==> src/rtl/mxg_pkg.sv <==
package mxg_pkg;

    localparam int unsigned IDX_W = 8;

    typedef enum logic [1:0] {
        MX_IDLE,
        MX_LOAD,
        MX_REJECT,
        MX_STEP
    } mx_cmd_e;

    typedef struct packed {
        logic bit_o;
        logic valid;
    } ks_out_t;

    function automatic mx_cmd_e decode_cmd(
        input logic load,
        input logic zero_a,
        input logic zero_b,
        input logic en,
        input logic loaded
    );
        if (load)
            return (zero_a || zero_b) ? MX_REJECT : MX_LOAD;
        else if (en && loaded)
            return MX_STEP;
        else
            return MX_IDLE;
    endfunction

endpackage

==> src/rtl/mxg_lfsr.sv <==
module mxg_lfsr #(
    parameter int unsigned LEN = 7,
    parameter logic [LEN-1:0] TAPS = 7'b1100000
) (
    input  logic           clk,
    input  logic           rst,
    input  logic           load,
    input  logic           step,
    input  logic [LEN-1:0] seed,
    output logic [LEN-1:0] state
);

    always_ff @(posedge clk) begin
        if (rst)
            state <= LEN'(1);
        else if (load)
            state <= seed;
        else if (step)
            state <= {state[LEN-2:0], ^(state & TAPS)};
    end

    assert_hold_R4: assert property (@(posedge clk) disable iff (rst)
        (!load && !step) |=> $stable(state));

    assert_nonzero_R3: assert property (@(posedge clk) disable iff (rst)
        state != '0);

endmodule

==> src/rtl/mxg_select.sv <==
module mxg_select
    import mxg_pkg::*;
#(
    parameter int unsigned LEN_A = 7,
    parameter int unsigned LEN_B = 11,
    parameter int unsigned T = 3,
    parameter logic [IDX_W*T-1:0] ADDR_IDX = {8'd6, 8'd3, 8'd0},
    parameter logic [IDX_W*(2**T)-1:0] MAP = {8'd8, 8'd3, 8'd9, 8'd5, 8'd10, 8'd0, 8'd7, 8'd2}
) (
    input  logic [LEN_A-1:0] reg_a,
    input  logic [LEN_B-1:0] reg_b,
    output logic [T-1:0]     addr,
    output logic             bit_o
);

    localparam int unsigned BW = $clog2(LEN_B);

    logic [IDX_W-1:0] entry;
    logic [BW-1:0]    stage;

    for (genvar k = 0; k < T; k++) begin : g_addr
        localparam int unsigned POS = int'(ADDR_IDX[IDX_W*k +: IDX_W]);
        assign addr[k] = reg_a[POS];
    end

    always_comb begin
        entry = MAP[IDX_W*int'(addr) +: IDX_W];
        stage = entry[BW-1:0];
        bit_o = reg_b[stage];
    end

endmodule

==> src/rtl/mxg_keystream.sv <==
module mxg_keystream
    import mxg_pkg::*;
#(
    parameter int unsigned LEN_A = 7,
    parameter int unsigned LEN_B = 11,
    parameter logic [LEN_A-1:0] TAPS_A = 7'b1100000,
    parameter logic [LEN_B-1:0] TAPS_B = 11'b10100000000,
    parameter int unsigned T = 3,
    parameter logic [IDX_W*T-1:0] ADDR_IDX = {8'd6, 8'd3, 8'd0},
    parameter logic [IDX_W*(2**T)-1:0] MAP = {8'd8, 8'd3, 8'd9, 8'd5, 8'd10, 8'd0, 8'd7, 8'd2}
) (
    input  logic             clk,
    input  logic             rst,
    input  logic             load,
    input  logic [LEN_A-1:0] seed_a,
    input  logic [LEN_B-1:0] seed_b,
    input  logic             en,
    output logic             ks_bit,
    output logic             ks_valid,
    output logic             seed_err
);

    localparam int unsigned ENTRIES = 2 ** T;

    mx_cmd_e          cmd;
    logic             loaded;
    ks_out_t          out_q;
    logic [LEN_A-1:0] reg_a;
    logic [LEN_B-1:0] reg_b;
    logic [T-1:0]     addr;
    logic             sel_bit;

    function automatic bit params_ok();
        bit ok = 1'b1;
        int unsigned x = LEN_A;
        int unsigned y = LEN_B;
        int unsigned r;
        if (ENTRIES > LEN_B) ok = 1'b0;
        for (int i = 0; i < T; i++)
            if (int'(ADDR_IDX[IDX_W*i +: IDX_W]) >= LEN_A) ok = 1'b0;
        for (int i = 0; i < ENTRIES; i++) begin
            if (int'(MAP[IDX_W*i +: IDX_W]) >= LEN_B) ok = 1'b0;
            for (int j = i + 1; j < ENTRIES; j++)
                if (MAP[IDX_W*i +: IDX_W] == MAP[IDX_W*j +: IDX_W]) ok = 1'b0;
        end
        while (y != 0) begin
            r = x % y;
            x = y;
            y = r;
        end
        if (x != 1) ok = 1'b0;
        return ok;
    endfunction

    initial begin
        assert_table_ok_R9: assert (params_ok())
            else $error("mapping table or register parameters invalid");
    end

    always_comb cmd = decode_cmd(load, seed_a == '0, seed_b == '0, en, loaded);

    mxg_lfsr #(.LEN(LEN_A), .TAPS(TAPS_A)) u_reg_a (
        .clk(clk), .rst(rst),
        .load(cmd == MX_LOAD), .step(cmd == MX_STEP),
        .seed(seed_a), .state(reg_a)
    );

    mxg_lfsr #(.LEN(LEN_B), .TAPS(TAPS_B)) u_reg_b (
        .clk(clk), .rst(rst),
        .load(cmd == MX_LOAD), .step(cmd == MX_STEP),
        .seed(seed_b), .state(reg_b)
    );

    mxg_select #(
        .LEN_A(LEN_A), .LEN_B(LEN_B), .T(T),
        .ADDR_IDX(ADDR_IDX), .MAP(MAP)
    ) u_select (
        .reg_a(reg_a), .reg_b(reg_b), .addr(addr), .bit_o(sel_bit)
    );

    always_ff @(posedge clk) begin
        if (rst) begin
            loaded   <= 1'b0;
            seed_err <= 1'b0;
            out_q    <= '0;
        end else begin
            out_q.valid <= 1'b0;
            unique case (cmd)
                MX_LOAD: begin
                    loaded   <= 1'b1;
                    seed_err <= 1'b0;
                end
                MX_REJECT: seed_err <= 1'b1;
                MX_STEP: out_q <= '{bit_o: sel_bit, valid: 1'b1};
                default: ;
            endcase
        end
    end

    assign ks_bit   = out_q.bit_o;
    assign ks_valid = out_q.valid;

    assert_reject_R3: assert property (@(posedge clk) disable iff (rst)
        (load && (seed_a == '0 || seed_b == '0)) |=> seed_err);

    assert_accept_R2: assert property (@(posedge clk) disable iff (rst)
        (load && seed_a != '0 && seed_b != '0) |=> (!seed_err && !ks_valid));

    assert_valid_src_R7: assert property (@(posedge clk) disable iff (rst)
        ks_valid |-> $past(en && !load));

    assert_idle_hold_R7: assert property (@(posedge clk) disable iff (rst)
        !(en && !load) |=> (!ks_valid && $stable(ks_bit)));

endmodule

==> config.mk <==
export PLATFORM = sky130hd
export DESIGN_NAME = mxg_keystream
export DESIGN_NICKNAME = d
export VERILOG_FILES = /design/src/rtl/mxg_pkg.sv /design/src/rtl/mxg_lfsr.sv /design/src/rtl/mxg_select.sv /design/src/rtl/mxg_keystream.sv
export SDC_FILE = /design/constraint.sdc
export NUM_CORES = 1
export LEC_CHECK = 0
export BUFFER_PORTS_ARGS = -buffer_cell sky130_fd_sc_hd__buf_2
export CAP_MARGIN = 15
export CORE_MARGIN = 3
export CORE_UTILIZATION = 35
export DETAILED_ROUTE_END_ITERATION = 8
export HOLD_SLACK_MARGIN = 0.12
export SKIP_LAST_GASP = 1
export SYNTH_ARGS = -nofsm -noshare
export SYNTH_HDL_FRONTEND = slang
export SYNTH_SLANG_ARGS = --single-unit
export TNS_END_PERCENT = 10
==> constraint.sdc <==
create_clock -name clk -period 2.65 [get_ports clk]
set_input_delay 0.53 -clock clk [delete_from_list [all_inputs] [get_ports clk]]
set_output_delay 0.53 -clock clk [all_outputs]
set_load 0.05 [all_outputs]
# [Word-level counts from Yosys, hierarchy flattened]
# Index checks and enable logic that the tools add are counted.
[classes] n_lt_le_gt_ge=1 muxes=11 n_eq_ne=3 n_reduce_logical=8 shift=1
[op_table] cell="64-bit by 7-bit indexed part select with 4-bit output (first input constant)" count=1
[op_table] cell="11-bit two-way mux" count=2
[op_table] cell="7-bit two-way mux" count=2
[op_table] cell="11-bit logical NOT" count=1
[op_table] cell="11-bit parity" count=1
[op_table] cell="7-bit logical NOT" count=1
[op_table] cell="7-bit parity" count=1
[op_table] cell="2-bit two-way mux" count=3
[op_table] cell="4-bit by 5-bit < comparator with 1-bit output (second input constant)" count=1
[op_table] cell="1-bit binary-select mux with 4-bit select" count=1
[op_table] cell="2-bit == test (second input constant)" count=2
[op_table] cell="2-bit nonzero test" count=2
[op_table] cell="2-bit by 1-bit == test with 1-bit output (second input constant)" count=1
[op_table] cell="1-bit two-way mux" count=2
[op_table] cell="1-bit case mux with 2 select lines" count=1
[op_table] cell="1-bit logical AND" count=1
[op_table] cell="1-bit logical OR" count=1
[totals] in_bits=22 register_bits=22 wordCells=30

# [Depth between registers and ports, before layout]
[depth] depth_word=7 depth_mapped=10 ltp_nobuf=8

# [By module]
# From an unflattened synthesis, not the netlist that was laid out.
[hier_totals] cells_unflattened=123 area_unflattened_um2=1277.5
[by_module_without_submodules] mod="mxg_lfsr at u_reg_b" area_per_inst_um2=555.5 seq_area_each_um2=220.2 n_inst=1 cells_per_inst=48
[by_module_without_submodules] mod="mxg_lfsr at u_reg_a" area_per_inst_um2=360.3 seq_area_each_um2=140.1 n_inst=1 cells_per_inst=31
[by_module_without_submodules] mod="mxg_keystream" area_per_inst_um2=259.0 seq_area_each_um2=80.1 n_inst=1 cells_per_inst=29
[by_module_without_submodules] mod="mxg_select" area_per_inst_um2=102.6 seq_area_each_um2=0.0 n_inst=1 cells_per_inst=15

# [Worst setup path before layout]
# OpenSTA, ideal clock, no wires.
[synth_timing] path_kind="input -> register" startpoint="input seed_a[5]" endpoint="register u_reg_a.state[1]" path_buffers=2 required_ps=2509 path_slack_ps=149 setup_ps=141 t_arrival_ps=2359 stages=9 path_cell_list="nor3_1 > a21boi_2 > clkbuf_1 > a21oi_1 > inv_1 > ha_1 > clkbuf_1 > mux2i_1 > a211oi_2"
[synth_via] elab_chain_len=6 word_cells_on_any_way=8 classes_between="eq/ne: 2; mux: 3; reduce/logical: 3"
[synth_lines] item="from (decl)" line="mxg_keystream.sv:15" source="input logic [LEN_A-1:0] seed_a,"
[synth_lines] item="7-bit logical NOT *" line="mxg_keystream.sv:60" source="always_comb cmd = decode_cmd(load, seed_a == '0, seed_b == '0, en, loaded);"
[synth_lines] item="1-bit logical OR *" line="mxg_pkg.sv:25" source="return (zero_a || zero_b) ? MX_REJECT : MX_LOAD;"
[synth_lines] item="2-bit two-way mux *" line="mxg_pkg.sv:25"
[synth_lines] item="2-bit two-way mux *" line="mxg_pkg.sv:24" source="if (load)"
[synth_lines] item="2-bit by 1-bit == test with 1-bit output or 2-bit == test (tied branches)" line="mxg_keystream.sv:64" source=".load(cmd == MX_LOAD), .step(cmd == MX_STEP),"
[synth_lines] item="7-bit two-way mux or 2-bit nonzero test (tied branches)"
[synth_lines] item="to (signal assigned)" line="mxg_lfsr.sv:19" source="state <= {state[LEN-2:0], ^(state & TAPS)};"
[synth_lines] item="to (decl)" line="mxg_lfsr.sv:10" source="output logic [LEN-1:0] state"
# Every way passes the cells marked *; elsewhere a longest branch is shown, timed or not.
# A chain may end at the register's enable or synchronous reset.

# [Worst setup path after layout]
[layout_timing] startpoint="input seed_b[7]" endpoint="register u_reg_b.state[7]"
[layout_via] elab_chain_len=6 word_cells_on_any_way=8 classes_between="eq/ne: 2; mux: 3; reduce/logical: 3"
[layout_lines] item="from (decl)" line="mxg_keystream.sv:16" source="input logic [LEN_B-1:0] seed_b,"
[layout_lines] item="11-bit logical NOT" line="mxg_keystream.sv:60"
[layout_lines] item="1-bit logical OR" line="mxg_pkg.sv:25"
[layout_lines] item="2-bit two-way mux" line="mxg_pkg.sv:25"
[layout_lines] item="2-bit two-way mux" line="mxg_pkg.sv:24"
[layout_lines] item="2-bit by 1-bit == test with 1-bit output or 2-bit == test (tied branches)" line="mxg_keystream.sv:70" source=".load(cmd == MX_LOAD), .step(cmd == MX_STEP),"
[layout_lines] item="11-bit two-way mux or 2-bit nonzero test (tied branches)"
[layout_lines] item="to (signal assigned)" line="mxg_lfsr.sv:19"
[layout_lines] item="to (decl)" line="mxg_lfsr.sv:10"
# Parallel ways exist; a longest one is shown, timed or not.

==> metrics.md <==
| Metric | Value |
|---|---|
| Slew Viols, Final | `0` |
| F_max | `456 MHz` |
| Post-synth cell types | `26` |
| Gate power share | `0.232` |
| Main synth FF type | `dfxtp_1` |
| DR iter-0 viols | `32` |
| Mapped Area | `1330 sq um` |
| Most frequent cell after synthesis | `dfxtp_1` |
| Post-cts resize count | `0` |
| Multi-input logic area | `833 sq um` |
| Skew-Pair Late Insertion Delay | `0.26 ns` |
| Worst min path class | `reg -> reg` |
| Final Hold Vio Count | `0` |
| Core Area | `3490 sq um` |
| Internal power | `582 uW` |
| Clock tree from TritonCTS | `built` |
| Initial antenna violation count | `0` |
| DR WL/cell | `15.1 microns` |
| CTS Sinks | `22` |
| Final WL | `3.14 mm` |
| Crit start category | `input pin` |
| Synth area leaders | `dfxtp_1 33%, mux2i_1 16%, a211oi_2 8.4%, nand2b_1 7.5%, a21oi_1 7.1%` |
| Slew headroom | `0.635` |
| Post-synthesis register bit count | `22` |
| Clock power share | `0.295` |
| Max-Cap Viols | `0` |
| Congestion Overflow GR | `0` |
| Worst setup EP type | `register` |
| Synthesized Nets | `161` |
| Avg Inst Size Synth | `9.74 sq um` |
| Final Cell Area | `1570 sq um` |
| DR vias | `1103` |
| # hold bufs at CTS | `0` |
| Pre-antenna DRT Iters | `4` |
| Post-synth ARST share | `0` |
| Pwr Density | `519 nW/um^2` |
| Starting Density | `0.382` |
| I/O Buffers | `24` |
| RSZ-0062 raised after global routing | `no` |
| Routed vias/inst | `5.33` |
| Fill count | `349` |
| Worst-path clk slew | `0.08 ns` |
| GPL Wtd Cong | `0.778` |
| WS Path Type | `in -> reg` |
| Tcrit/Tclk final | `0.828` |
| H-tree Lvls | `1` |
| CTS Buf Count | `3` |
| Seq/Total Area, Yosys | `0.330` |
| Max VDD drop | `0.220 mV` |
| Setup TNS | `0 ns` |
| First-pass GRT wire length | `5.27 mm` |
| GRT Total Usage | `0.152` |
| Layout area overhead | `17.4%` |
| Placed cell area | `1510 sq um` |
| Switching power share of the total | `0.283` |
| Ant. Diodes | `0` |
| Flop pwr share | `0.473` |
| Worst EP arrival | `2.37 ns` |
| Switching power | `230 uW` |
| YS warnings | `0` |
| Final nets | `186` |
| P_leak | `0.657 nW` |
| Max Buffers Root-to-Sink | `2` |
| Antenna-violating nets left | `0` |
| Worst-margin pin slew | `0.547 ns` |
| Outcome | `complete, no violations` |
| Root Driver | `clkbuf_8` |
| Syn Inst Count | `137` |
| Worst-path fanout max | `7` |
| Register area | `440 sq um` |
| Post-synth top area cell | `dfxtp_1` |
| Die Ht | `67.7 microns` |
| Top Ports | `25` |
| EDFF count, synth | `0` |
| Die width | `67.7 microns` |
| CP required | `2.82 ns` |
| Largest net degree at the start of global routing | `25` |
| Yosys top cell area share | `0.330` |
| Post-CTS setup buffers | `0` |
| DRC violations left | `0` |
| Layout cells sized above 1 | `0.311` |
| Clk_skew | `0.00221 ns` |
| Fin crit period | `2.19 ns` |
| Die Area | `4590 sq um` |
| Rows | `21` |
| Vias in the first global route | `1107` |
| Post-detail-place hpwl | `2.33 mm` |
| Most frequent cells after synthesis | `22 x dfxtp_1, 21 x mux2i_1, 19 x a21oi_1` |
| Final setup fails | `0` |
==> power by group through the flow <==
stage	combinational, mW	clock, mW	sequential (mW)
final	0.189	0.239	0.384
after global routing	0.210	0.266	0.388
after CTS	0.191	0.245	0.384
after detailed placement	0.190	0	0.391
after global placement	0.188	0	0.391
after floorplan	0.138	0	0.386
==> cell families (layout without fill, tap and decap cells) <==
kind of cell / after synthesis / after routing / share of synthesized area
multiplexers: 22 / 22 / 0.174
adder cells (fa/ha/maj): 2 / 2 / 0.0188
buffers and inverters: 13 / 37 / 0.0450
XOR/XNOR: 2 / 2 / 0.0131
flip-flops: 22 / 22 / 0.330
AO/OA/AOI/OAI: 40 / 40 / 0.235
AND/OR/NAND/NOR: 36 / 36 / 0.183
==> metrics by stage <==
step / hold WS [ns] / utilization / power, mW / instances / setup WS, ns
2_1_floorplan: 0.464 / - / 0.524 / 137 / 0.149
3_3_place_gp: 0.462 / 0.432 / 0.579 / 203 / 0.203
3_5_place_dp: 0.465 / 0.432 / 0.581 / 203 / 0.167
4_1_cts: 0.479 / 0.448 / 0.820 / 207 / 0.435
5_1_grt: 0.487 / 0.448 / 0.863 / 207 / 0.309
6_report: 0.474 / 0.448 / 0.812 / 207 / 0.457
==> area by class of cell <==
| cell class | instances | share of cell area |
|---|---|---|
| tap | 46 | 0.0368 |
| timing repair buffer | 30 | 0.106 |
| sequential | 22 | 0.281 |
| clock buffer | 4 | 0.0352 |
| inverter | 3 | 0.00879 |
| multi-input combinational | 102 | 0.532 |
==> per-layer routing <==
| metal | up-vias | track usage | share of wire |
|---|---|---|---|
| li1 | 546 | - | - |
| met3 | 7 | 0.0300 | 0.056 |
| met2 | 31 | 0.243 | 0.47 |
| met4 | 0 | 0.0456 | 0.012 |
| met1 | 519 | 0.206 | 0.46 |
| met5 | - | 0 | 0 |
==> layout by cell type, fill, tap and decap left out, drive strengths merged <==
cell | netlist | final
mux2i | 21 | 21
a21boi | 2 | 2
mux4 | 1 | 1
a21oi | 19 | 19
a221oi | 1 | 1
nor3 | 2 | 2
nand3 | 1 | 1
a211oi | 18 | 18
nor4 | 3 | 3
clkbuf | 6 | 4
xnor2 | 2 | 2
or2b | 1 | 1
nand2b | 16 | 16
nand3b | 3 | 3
buf | 4 | 30
nand2 | 1 | 1
ha | 2 | 2
inv | 3 | 3
dfxtp | 22 | 22
nor2 | 9 | 9
==> state kept, by name (all words and copies together) (netlist names) <==
name and flops:
ks_bit 1, ks_valid 1, u_reg_b.state 11, seed_err 1
loaded 1, u_reg_a.state 7
==> worst max-delay path, stage by stage <==
cell and delay [ns]:
buf_2 0.11, nor3_1 0.39, nand3_4 0.15, a21boi_4 0.26, inv_4 0.04, ha_1 0.29
buf_4 0.22, mux2i_1 0.13, a211oi_1 0.24
==> worst paths after layout <==
check / from / to / slack [ns] / cells past startpoint
setup / recovery: seed_b[7] / u_reg_b.state[7] / 0.46 / 9
hold / removal: ks_bit / ks_bit / 0.47 / 2
setup reg to reg: loaded / u_reg_a.state[3] / 0.91 / 7
hold reg to reg: ks_bit / ks_bit / 0.47 / 2
Note: power is estimated with default switching activity, not from simulation.
